--- config.mk ---
export PLATFORM = sky130hd
export DESIGN_NAME = prio_intc
export DESIGN_NICKNAME = d
export VERILOG_FILES = /design/src/rtl/intc_pkg.sv /design/src/rtl/intc_ctrl.sv /design/src/rtl/intc_arb.sv /design/src/rtl/intc_dp.sv /design/src/rtl/prio_intc.sv
export SDC_FILE = /design/constraint.sdc
export NUM_CORES = 1
export LEC_CHECK = 0
export BUFFER_PORTS_ARGS = -buffer_cell sky130_fd_sc_hd__buf_4
export CELL_PAD_IN_SITES_DETAIL_PLACEMENT = 1
export CELL_PAD_IN_SITES_GLOBAL_PLACEMENT = 1
export CORE_ASPECT_RATIO = 2
export CORE_UTILIZATION = 43
export DETAILED_ROUTE_END_ITERATION = 16
export MAX_ROUTING_LAYER = met4
export PLACE_DENSITY_LB_ADDON = 0.1
export REMOVE_ABC_BUFFERS = 1
export SLEW_MARGIN = 20
export SYNTH_ARGS = -nofsm -noshare
export SYNTH_HDL_FRONTEND = slang
export SYNTH_SLANG_ARGS = --single-unit
export TNS_END_PERCENT = 100
--- constraint.sdc ---
create_clock -name clk -period 42.2 [get_ports clk]
set_clock_uncertainty 0.2 [all_clocks]
set_input_delay 2.11 -clock clk [delete_from_list [all_inputs] [get_ports clk]]
set_output_delay 2.11 -clock clk [all_outputs]
set_load 0.05 [all_outputs]
--- src/rtl/intc_pkg.sv ---
package intc_pkg;
  localparam int NUM_SRC = 32;
  localparam int PRIO_W  = 4;
  localparam int DATA_W  = 32;
  localparam int ADDR_W  = 10;
  localparam int IDX_W   = $clog2(NUM_SRC);
  localparam int NUM_BANK = 2;

  // offsets inside one bank window
  localparam logic [7:0] OFS_STATUS = 8'h00;
  localparam logic [7:0] OFS_RAW    = 8'h04;
  localparam logic [7:0] OFS_ENSET  = 8'h08;
  localparam logic [7:0] OFS_ENCLR  = 8'h0C;
  localparam logic [7:0] OFS_CUR    = 8'h20;
  localparam logic [7:0] OFS_ACK    = 8'h28;
  localparam logic [7:0] OFS_CEIL   = 8'h2C;
  // offsets inside the shared window at 0x200
  localparam logic [7:0] OFS_POL    = 8'h00;
  localparam logic [7:0] OFS_STK    = 8'h04;

  typedef enum logic [3:0] {
    RD_NONE, RD_STATUS, RD_RAW, RD_MASK, RD_CUR,
    RD_CEIL, RD_POL, RD_STK, RD_PRIO
  } rdSel_e;

  typedef struct packed {
    logic [NUM_BANK-1:0] enSet;
    logic [NUM_BANK-1:0] enClr;
    logic [NUM_BANK-1:0] ceilWr;
    logic [NUM_BANK-1:0] ack;
    logic                polWr;
    logic                stkWr;
    logic                prioWr;
    logic [IDX_W-1:0]    prioIdx;
    logic                rdEn;
    rdSel_e              rdSel;
    logic                rdBank;
  } strobe_t;
endpackage

--- src/rtl/intc_ctrl.sv ---
module intc_ctrl
  import intc_pkg::*;
#(
  parameter int ADDR_BITS = ADDR_W
) (
  input  logic                 clk,
  input  logic                 rstN,
  input  logic [ADDR_BITS-1:0] busAddr,
  input  logic                 busWr,
  input  logic                 busRd,
  output strobe_t              str
);
  localparam int REGION_LSB = 8;

  logic [1:0] region;
  logic [7:0] offset;
  logic       bank;

  assign region = busAddr[REGION_LSB+1:REGION_LSB];
  assign offset = {busAddr[7:2], 2'b00};
  assign bank   = busAddr[REGION_LSB];

  always_comb begin
    str        = '0;
    str.rdSel  = RD_NONE;
    str.rdEn   = busRd;
    str.rdBank = bank;
    unique case (region)
      2'd0, 2'd1: begin
        unique case (offset)
          OFS_STATUS: str.rdSel = RD_STATUS;
          OFS_RAW:    str.rdSel = RD_RAW;
          OFS_ENSET: begin
            str.rdSel       = RD_MASK;
            str.enSet[bank] = busWr;
          end
          OFS_ENCLR:  str.enClr[bank] = busWr;
          OFS_CUR:    str.rdSel = RD_CUR;
          OFS_ACK: begin
            str.rdSel     = RD_CUR;
            str.ack[bank] = busRd;
          end
          OFS_CEIL: begin
            str.rdSel        = RD_CEIL;
            str.ceilWr[bank] = busWr;
          end
          default: ;
        endcase
      end
      2'd2: begin
        if (offset == OFS_POL) begin
          str.rdSel = RD_POL;
          str.polWr = busWr;
        end else if (offset == OFS_STK) begin
          str.rdSel = RD_STK;
          str.stkWr = busWr;
        end
      end
      default: begin
        if (!offset[7]) begin
          str.rdSel   = RD_PRIO;
          str.prioIdx = offset[IDX_W+1:2];
          str.prioWr  = busWr;
        end
      end
    endcase
  end

  // one bus access never updates two register groups
  a_r1_single_target: assert property (@(posedge clk) disable iff (!rstN)
    $onehot0({str.enSet, str.enClr, str.ceilWr, str.polWr, str.stkWr, str.prioWr}));

  // an acknowledge only comes from a read
  a_r6_ack_on_read: assert property (@(posedge clk) disable iff (!rstN)
    (|str.ack) |-> busRd);
endmodule

--- src/rtl/intc_arb.sv ---
module intc_arb
  import intc_pkg::*;
#(
  parameter int NSRC  = NUM_SRC,
  parameter int PW    = PRIO_W,
  parameter int IW    = $clog2(NSRC)
) (
  input  logic                    clk,
  input  logic                    rstN,
  input  logic [NSRC-1:0]         qual,
  input  logic [NSRC-1:0][PW-1:0] prio,
  output logic                    anyHit,
  output logic [IW-1:0]           winIdx
);
  logic [PW-1:0] bestP;

  always_comb begin
    anyHit = 1'b0;
    winIdx = '0;
    bestP  = '1;
    for (int i = 0; i < NSRC; i++) begin
      if (qual[i] && (!anyHit || prio[i] < bestP)) begin
        anyHit = 1'b1;
        winIdx = IW'(i);
        bestP  = prio[i];
      end
    end
  end

  // the chosen source qualifies
  a_r8_winner_qualifies: assert property (@(posedge clk) disable iff (!rstN)
    anyHit |-> qual[winIdx]);

  // no qualifying source beats the winner on priority or on index
  for (genvar g = 0; g < NSRC; g++) begin : g_rank
    a_r8_best_wins: assert property (@(posedge clk) disable iff (!rstN)
      (anyHit && qual[g]) |->
        (prio[g] > prio[winIdx] || (prio[g] == prio[winIdx] && IW'(g) >= winIdx)));
  end
endmodule

--- src/rtl/intc_dp.sv ---
module intc_dp
  import intc_pkg::*;
#(
  parameter int NSRC  = NUM_SRC,
  parameter int PW    = PRIO_W,
  parameter int DW    = DATA_W,
  parameter int NB    = NUM_BANK,
  parameter int IW    = $clog2(NSRC)
) (
  input  logic            clk,
  input  logic            rstN,
  input  strobe_t         str,
  input  logic [NSRC-1:0] srcIn,
  input  logic [DW-1:0]   wdata,
  output logic [DW-1:0]   rdata,
  output logic [NB-1:0]   bankOut
);
  logic [NSRC-1:0]         polSel;
  logic [NSRC-1:0]         stkSel;
  logic [NSRC-1:0]         held;
  logic [NSRC-1:0][PW-1:0] prio;
  logic [NB-1:0][NSRC-1:0] enMask;
  logic [NB-1:0][PW-1:0]   ceil;

  logic [NSRC-1:0]         corr;
  logic [NSRC-1:0]         pending;
  logic [NB-1:0][NSRC-1:0] qual;
  logic [NB-1:0]           anyHit;
  logic [NB-1:0][IW-1:0]   winIdx;
  logic [DW-1:0]           rdMux;

  assign corr    = srcIn ^ ~polSel;
  assign pending = corr | (held & stkSel);

  for (genvar b = 0; b < NB; b++) begin : g_bank
    logic [NSRC-1:0] inCeil;
    for (genvar i = 0; i < NSRC; i++) begin : g_ceil
      assign inCeil[i] = (prio[i] <= ceil[b]);
    end
    assign qual[b] = pending & enMask[b] & inCeil;

    intc_arb #(.NSRC(NSRC), .PW(PW), .IW(IW)) u_arb (
      .clk    (clk),
      .rstN   (rstN),
      .qual   (qual[b]),
      .prio   (prio),
      .anyHit (anyHit[b]),
      .winIdx (winIdx[b])
    );

    always_ff @(posedge clk) begin
      if (!rstN) begin
        enMask[b]  <= '0;
        ceil[b]    <= '1;
        bankOut[b] <= 1'b0;
      end else begin
        if (str.enSet[b])       enMask[b] <= enMask[b] | wdata[NSRC-1:0];
        else if (str.enClr[b])  enMask[b] <= enMask[b] & ~wdata[NSRC-1:0];
        if (str.ceilWr[b])      ceil[b]   <= wdata[PW-1:0];
        bankOut[b] <= anyHit[b];
      end
    end

    // a set write leaves every written one in the mask
    a_r3_set_sticks: assert property (@(posedge clk) disable iff (!rstN)
      str.enSet[b] |=> ((enMask[b] & $past(wdata[NSRC-1:0])) == $past(wdata[NSRC-1:0])));
    // a clear write leaves no written one in the mask
    a_r3_clear_drops: assert property (@(posedge clk) disable iff (!rstN)
      str.enClr[b] |=> ((enMask[b] & $past(wdata[NSRC-1:0])) == '0));
    // the winner respects the bank ceiling
    a_r7_under_ceiling: assert property (@(posedge clk) disable iff (!rstN)
      anyHit[b] |-> (prio[winIdx[b]] <= ceil[b]));
  end

  always_ff @(posedge clk) begin
    if (!rstN) begin
      polSel <= '1;
      stkSel <= '0;
      held   <= '0;
      prio   <= '0;
    end else begin
      if (str.polWr)  polSel <= wdata[NSRC-1:0];
      if (str.stkWr)  stkSel <= wdata[NSRC-1:0];
      if (str.prioWr) prio[str.prioIdx] <= wdata[PW-1:0];
      held <= (((|str.ack) ? '0 : held) | corr) & stkSel;
    end
  end

  always_comb begin
    rdMux = '0;
    unique case (str.rdSel)
      RD_STATUS: rdMux = DW'(qual[str.rdBank]);
      RD_RAW:    rdMux = DW'(corr);
      RD_MASK:   rdMux = DW'(enMask[str.rdBank]);
      RD_CUR:    rdMux = DW'(winIdx[str.rdBank]);
      RD_CEIL:   rdMux = DW'(ceil[str.rdBank]);
      RD_POL:    rdMux = DW'(polSel);
      RD_STK:    rdMux = DW'(stkSel);
      RD_PRIO:   rdMux = DW'(prio[str.prioIdx]);
      default:   rdMux = '0;
    endcase
  end

  always_ff @(posedge clk) begin
    if (!rstN) rdata <= '0;
    else       rdata <= str.rdEn ? rdMux : '0;
  end

  // after an acknowledge only inputs high at that edge remain held
  a_r6_ack_clears: assert property (@(posedge clk) disable iff (!rstN)
    (|str.ack) |=> (held == $past(corr & stkSel)));
  // a source not selected for latching never gains a held bit
  a_r5_no_hold_unselected: assert property (@(posedge clk) disable iff (!rstN)
    1'b1 |=> ((held & ~$past(stkSel)) == '0));
endmodule

--- src/rtl/prio_intc.sv ---
module prio_intc
  import intc_pkg::*;
#(
  parameter int NSRC  = NUM_SRC,
  parameter int AW    = ADDR_W,
  parameter int DW    = DATA_W
) (
  input  logic            clk,
  input  logic            rstN,
  input  logic [NSRC-1:0] srcIn,
  input  logic [AW-1:0]   busAddr,
  input  logic            busWr,
  input  logic            busRd,
  input  logic [DW-1:0]   busWdata,
  output logic [DW-1:0]   busRdata,
  output logic            irqOut,
  output logic            fiqOut
);
  strobe_t               str;
  logic [NUM_BANK-1:0]   bankOut;

  intc_ctrl #(.ADDR_BITS(AW)) u_ctrl (
    .clk     (clk),
    .rstN    (rstN),
    .busAddr (busAddr),
    .busWr   (busWr),
    .busRd   (busRd),
    .str     (str)
  );

  intc_dp #(.NSRC(NSRC), .PW(PRIO_W), .DW(DW), .NB(NUM_BANK)) u_dp (
    .clk     (clk),
    .rstN    (rstN),
    .str     (str),
    .srcIn   (srcIn),
    .wdata   (busWdata),
    .rdata   (busRdata),
    .bankOut (bankOut)
  );

  assign irqOut = bankOut[0];
  assign fiqOut = bankOut[1];
endmodule

### Word level (Yosys, flattened, before mapping)

Cells that the tools add are included.

* register bits after elaboration: 330
* output and inout bits: 34
* word-level logic and storage cells: 627

* reduce and logical (&&, ||, !) cells: 197
* equality and inequality tests: 16
* order comparisons: 130
* bitwise logic cells: 17
* multiplexer cells: 225

Operator list (count)
* 5-bit 2-to-1 mux: 62
* 32-bit 2-to-1 mux: 9
* 4-bit 2-to-1 mux: 68
* 32-bit bitwise AND: 8
* 4-bit <= comparator: 64
* 32-bit one-hot mux with 8 select lines: 1
* 4-bit less-than comparator: 62
* 128-bit bitwise mux: 1
* 32-bit bitwise OR: 4
* 1-bit 2-to-1 mux: 70
* 1-bit logical AND: 64
* 32-bit inverter: 2
* 1-bit logical NOT: 62
* 1-bit logical OR: 62
* 32-bit XOR: 1
* 4-bit binary-select mux with 5-bit select: 1
* 4-bit demux with 5-bit select: 1
* 6-bit by 4-bit == test with 1-bit output (second input constant): 3
* 4-bit by 3-bit == test with 1-bit output (second input constant): 4
* 3-bit one-hot mux with 5 select lines: 1
* 6-bit by 2-bit == test with 1-bit output (second input constant): 2
* 6-bit 2-to-1 mux: 2
* 2-bit 2-to-1 mux: 5
* 4-bit by 2-bit == test with 1-bit output (second input constant): 2
* other kinds (20): 24

### Logic depth before layout (Yosys ltp)

* depth in word-level cells: 133
* mapped depth: 287
* depth with buffers taken out: 272

### Cells and area by module

Synthesis repeated with hierarchy kept, for this count alone.

* cells, all modules: 4883
* area, all modules: 37129.4 um^2

Modules (own cells, without submodules)
* intc_dp: area each 21842.2 um^2, seq. area each 6606.3 um^2, cells each 2514, instances 1
* intc_arb: area each 7504.7 um^2, seq. area each 0.0 um^2, cells each 1163, instances 2
* intc_ctrl: area each 277.8 um^2, seq. area each 0.0 um^2, cells each 43, instances 1

### Worst setup path before layout

OpenSTA, ideal clock, no wires.

* path type: input-to-reg
* start: input port srcIn[0]
* end: register u_dp.rdata[0]
* data arrival time: 46.251 ns
* setup time: 0.058 ns
* cell stages on the path: 261
* path slack: -4.309 ns
* cells stage by stage: xor2_1 > nand2_1 > and2_1 > nand2_1 > buf_2 > nor2_1 > ha_1 > nand2b_1 > or4_1 > a21o_1 > nor3_1 > nor2_1 > a21oi_1 > inv_1 > ha_1 > o221a_2 > and3_1 > a21o_1 > [225 not listed] > nor2b_1 > o21ai_0 > nand2_1 > nor3_1 > o211ai_1 > o211ai_1 > buf_2 > nor2_1 > a21oi_1 > ha_1 > o21ai_0 > nand2b_1 > a21oi_1 > nor2_1 > o21ai_0 > a21oi_1 > a21oi_1 > o22a_1

* longest elaborated chain between the ends: 132
* elaborated cells on any way between the ends: 445
* those cells by class: order compare: 62; mux: 191; bitwise: 6; reduce/logical: 186

Ends and longest elaborated chain
* start: declaration: line prio_intc.sv:10 `input logic [NSRC-1:0] srcIn,`
* 32-bit XOR (*): line intc_dp.sv:32 `assign corr = srcIn ^ ~polSel;`
* 32-bit bitwise OR: line intc_dp.sv:33 `assign pending = corr | (held & stkSel);`
* 32-bit bitwise AND (2 in series): line intc_dp.sv:40 `assign qual[b] = pending & enMask[b] & inCeil;`
* 4-bit 2-to-1 mux / 1-bit 2-to-1 mux (equally long branches): line intc_arb.sv:22 `if (qual[i] && (!anyHit || prio[i] < bestP)) begin`
* 4-bit less-than comparator / 1-bit logical NOT (equally long branches): line intc_arb.sv:22
* 1-bit logical OR: line intc_arb.sv:22
* 1-bit logical AND: line intc_arb.sv:22
* 4-bit 2-to-1 mux / 1-bit 2-to-1 mux (equally long branches): line intc_arb.sv:22
* [114 not listed]
* 1-bit logical AND: line intc_arb.sv:22
* 4-bit 2-to-1 mux / 1-bit 2-to-1 mux (equally long branches): line intc_arb.sv:22
* 4-bit less-than comparator / 1-bit logical NOT (equally long branches): line intc_arb.sv:22
* 1-bit logical OR: line intc_arb.sv:22
* 1-bit logical AND: line intc_arb.sv:22
* 5-bit 2-to-1 mux: line intc_arb.sv:22
* 5-bit 2-to-1 mux (not written as such) (2 in series): line intc_dp.sv:95 `RD_CUR: rdMux = DW'(winIdx[str.rdBank]);`
* 32-bit one-hot mux with 8 select lines (*): line intc_dp.sv:91 `unique case (str.rdSel)`
* end signal: assignment: line intc_dp.sv:106 `else rdata <= str.rdEn ? rdMux : '0;`
* end: declaration: line intc_dp.sv:15 `output logic [DW-1:0] rdata,`

Every way passes the cells marked *; elsewhere a longest branch is shown, timed or not. The select of a mux whose other input is x is not followed.
A chain may end at the register's enable or synchronous reset.

### Final worst setup path

* start: input port srcIn[0]
* end: register u_dp.rdata[4]

* longest elaborated chain between the ends: 132
* elaborated cells on any way between the ends: 439
* those cells by class: order compare: 62; mux: 185; bitwise: 6; reduce/logical: 186

Ends and longest elaborated chain (line)
* 32-bit XOR (*): intc_dp.sv:32
* 32-bit bitwise OR (*): intc_dp.sv:33
* 32-bit bitwise AND (2 in series): intc_dp.sv:40
* 4-bit 2-to-1 mux / 1-bit 2-to-1 mux (equally long branches): intc_arb.sv:22
* 4-bit less-than comparator / 1-bit logical NOT (equally long branches): intc_arb.sv:22
* 1-bit logical OR: intc_arb.sv:22
* 1-bit logical AND: intc_arb.sv:22
* 4-bit 2-to-1 mux / 1-bit 2-to-1 mux (equally long branches): intc_arb.sv:22
* [114 not listed]
* 1-bit logical AND: intc_arb.sv:22
* 4-bit 2-to-1 mux / 1-bit 2-to-1 mux (equally long branches): intc_arb.sv:22
* 4-bit less-than comparator / 1-bit logical NOT (equally long branches): intc_arb.sv:22
* 1-bit logical OR: intc_arb.sv:22
* 1-bit logical AND: intc_arb.sv:22
* 5-bit 2-to-1 mux: intc_arb.sv:22
* 5-bit 2-to-1 mux (not written as such) (*) (2 in series): intc_dp.sv:95
* 32-bit one-hot mux with 8 select lines (*): intc_dp.sv:91

Marks and branches as above.

==> flow_metrics.env <==
export IMPL_grt_max_degree=87
export IMPL_rr_startpoint="u_dp.prio[3]"
export IMPL_cap_violations=0
export IMPL_synthCells=4828
export IMPL_die_w_um=204
export IMPL_critPathMaxFanout=6
export IMPL_instances_no_fill=6755
export IMPL_power_frac_clock_pct=47.4
export IMPL_drive_above_1_share_pct=28.0
export IMPL_wire_per_inst_um=28.6
export IMPL_p_int_mw=0.528
export IMPL_portBuffers=109
export IMPL_syn_area_per_cell_um2=7.28
export IMPL_hold_depth=2
export IMPL_synth_area_mm2=0.0351
export IMPL_grt_pass1_vias=47000
export IMPL_drcViolationCount=0
export IMPL_path_buf_inv=30
export IMPL_endpoint_kind="flop"
export IMPL_syn2layout_area_growth_pct=32.6
export IMPL_core_mm2=0.0806
export IMPL_min_period_ns=44.72
export IMPL_yosys_area_top_type="dfxtp_1"
export IMPL_start_kind="primary input"
export IMPL_status="finished, violations left"
export IMPL_drtIter0Drc=2727
export IMPL_yosysUniqueCellTypes=130
export IMPL_die_h_um=406
export IMPL_initial_core_util_pct=43.6
export IMPL_cts_root_buf="clkbuf_16"
export IMPL_insertion_delay_ns=0.61
export IMPL_cts_buffer_depth=3
export IMPL_mostFrequentLayoutCells="buf_4, nand2_1, dfxtp_1"
export IMPL_p_leak_nw=20.3
export IMPL_ys_seq_area_share_pct=18.8
export IMPL_min_path_type="flop to flop"
export IMPL_hold_viol_final=0
export IMPL_reg2reg_to="u_dp.rdata[4]"
export IMPL_cts_tree="done"
export IMPL_fin_nets=6083
export IMPL_synth_main_ff_cell="dfxtp_1"
export IMPL_drtPass1Iterations=6
export IMPL_power_density_mw_per_mm2=15.8
export IMPL_core_rowCount=147
export IMPL_dp_hpwl_um=141000
export IMPL_reg2reg_depth=251
export IMPL_setup_viol=5
export IMPL_cts_max_level=2
export IMPL_drt_wl_total_um=193000
export IMPL_tns_ns=-12.43
export IMPL_antenna_left=0
export IMPL_synth_area_top_cells="dfxtp_1, ha_1, nand2_1"
export IMPL_synthArstFlopShare_pct=0
export IMPL_num_vias=44700
export IMPL_cts_buffers=36
export IMPL_r2r_slack_ns=-1.83
export IMPL_switching_power_mw=0.206
export IMPL_dieArea_mm2=0.0829
export IMPL_cp_arrival_ns=45.05
export IMPL_critPathKind="primary input to flop"
export IMPL_slew_headroom_pct=19.9
export IMPL_rsz0062_at_grt="yes"
export IMPL_timing_fmax_ghz=0.0224
export IMPL_num_io_pins=112
export IMPL_place_congestion=1.13
export IMPL_critPathSlowestCell="or4_4"
export IMPL_grt_usage_pct=45.8
export IMPL_cpPeakStageDelay_ns=0.53
export IMPL_tightest_slew_ns=1.19
export IMPL_holdPathEnd="u_dp.held[25]"
export IMPL_clock_sinks=330
export IMPL_synth_top_area_share_pct=18.8
export IMPL_finalCritPeriodShare_pct=106
export IMPL_cp_top_family="compound AO/OA/AOI/OAI gates"
export IMPL_grt_ovfl_total=0
export IMPL_cp_required_ns=42.53
export IMPL_seqPwrFrac_pct=42.5
export IMPL_ys_ff_latch=330
export IMPL_final_common_cell="buf_4"
export IMPL_worstHoldStart="u_dp.held[25]"
export IMPL_cts_clk_slew_worst_paths_ns=0.06
export IMPL_synth_edf_count=0
export IMPL_grt_pass1_wl_um=278000
export IMPL_antenna_found_initial=5
export IMPL_via_per_inst=6.61
export IMPL_violations="negative setup slack"
export IMPL_switching_share_pct=28.0
export IMPL_yosys_warnings=0
export IMPL_p_comb_share_pct=10.1
export IMPL_cpMostUsedCell="ha_4"
export IMPL_finalMaxSlewViolations=0
export IMPL_dp_cells=6509
export IMPL_ir_drop_uv=33.2
export IMPL_fin_ws_ns=-2.52
[area by class of cell]
class                           count  area [um2]
Antenna cell                        7        17.5
Clock buffer                       52        1070
Inverter                          181         702
Clock inverter                     12         140
Sequential cell                   330        6610
Fill cell                       10100       34000
Tap cell                         1043        1310
Multi-Input combinational cell   4062       28600
Timing Repair Buffer             1068        8100
[per-layer routing]
layer / vias to the layer above / GRT usage [%] / share of wire (%)
met4: 0 / 50.2 / 13
met2: 1989 / 79.8 / 50
met3: 1341 / 10.2 / 5.9
met5: - / - / 0
li1: 19500 / - / -
met1: 21800 / 37.9 / 31
[cells by family (layout without fill, tap and decap cells)]
family	Yosys count	count (layout)	share of synthesized area [%]
other	0	7	0
DFF	330	330	18.8
adders and majority gates	352	352	12.4
xor gates and xnor gates	56	56	1.42
muxes	216	216	6.42
and+or+nand+nor	1954	1954	26.7
AOI/OAI and AO/OA	1484	1484	29.4
buffers and inverters	436	1313	4.88
[worst max-delay path by stage]
| stage | startpoint | depth (start not counted) | endpoint |
|---|---|---|---|
| 3_5_place_dp | srcIn[0] | 252 | u_dp.rdata[3] |
| 5_1_grt | srcIn[0] | 261 | u_dp.rdata[3] |
| 3_3_place_gp | srcIn[0] | 255 | u_dp.rdata[3] |
| 4_1_cts | srcIn[0] | 245 | u_dp.rdata[3] |
| 2_1_floorplan | srcIn[0] | 248 | u_dp.rdata[2] |
| 6_report | srcIn[0] | 250 | u_dp.rdata[4] |
[stage by stage]
stage | area (um2) | utilization, % | total power [mW] | worst slack [ns] | hold slack [ns]
6_report | 46600 | 57.8 | 0.734 | -2.52 | 0.253
4_1_cts | 44800 | 55.7 | 0.730 | -1.55 | 0.255
2_1_floorplan | 34100 | - | 0.344 | -4.78 | 0.232
3_3_place_gp | 42200 | 52.4 | 0.386 | -4.65 | 0.237
3_5_place_dp | 42200 | 52.4 | 0.386 | -5.14 | 0.245
5_1_grt | 46600 | 57.8 | 0.748 | -4.17 | 0.269
[synth_stat cells, types with 30 or more instances]
master	count
a211oi_1	62
a21boi_0	110
a21o_1	43
a21oi_1	323
a222oi_1	31
a31oi_1	45
a41o_1	61
and2_1	120
and3_1	37
clkbuf_1	217
dfxtp_1	330
ha_1	326
inv_1	177
mux2_2	53
mux2i_1	152
nand2_1	727
nand2b_1	102
nand3_1	236
nand4_1	36
nor2_1	322
nor2b_1	169
nor3_1	63
o211ai_1	48
o21a_1	30
o21ai_0	308
o22ai_1	56
xor2_1	34
[worst register-to-register path: cells and delay by family, from the launching register on]
kind                       cells  cell delay [ns]
and+or+nand+nor               84            13.07
DFF                            1             0.32
muxes                         14             4.01
buffers and inverters         30             2.79
adders and majority gates     32             8.08
AOI/OAI and AO/OA             91            15.51
[power by group through the flow]
| stage | Combinational (mW) | Clock [mW] | Sequential (mW) |
|---|---|---|---|
| 4_1_cts | 0.0689 | 0.349 | 0.312 |
| 3_3_place_gp | 0.0665 | 0 | 0.319 |
| 3_5_place_dp | 0.0673 | 0 | 0.319 |
| 5_1_grt | 0.0766 | 0.359 | 0.312 |
| 2_1_floorplan | 0.0245 | 0 | 0.319 |
| 6_report | 0.0740 | 0.348 | 0.312 |
[timing repair]
action                                  CTS  global route
buffers inserted                         95            83
pin swaps                                97           207
gates resized for setup                 154           252
endpoints found under the setup margin    5             5
hold buffers                              0             0
Note: power is estimated with default switching activity, not from simulation.
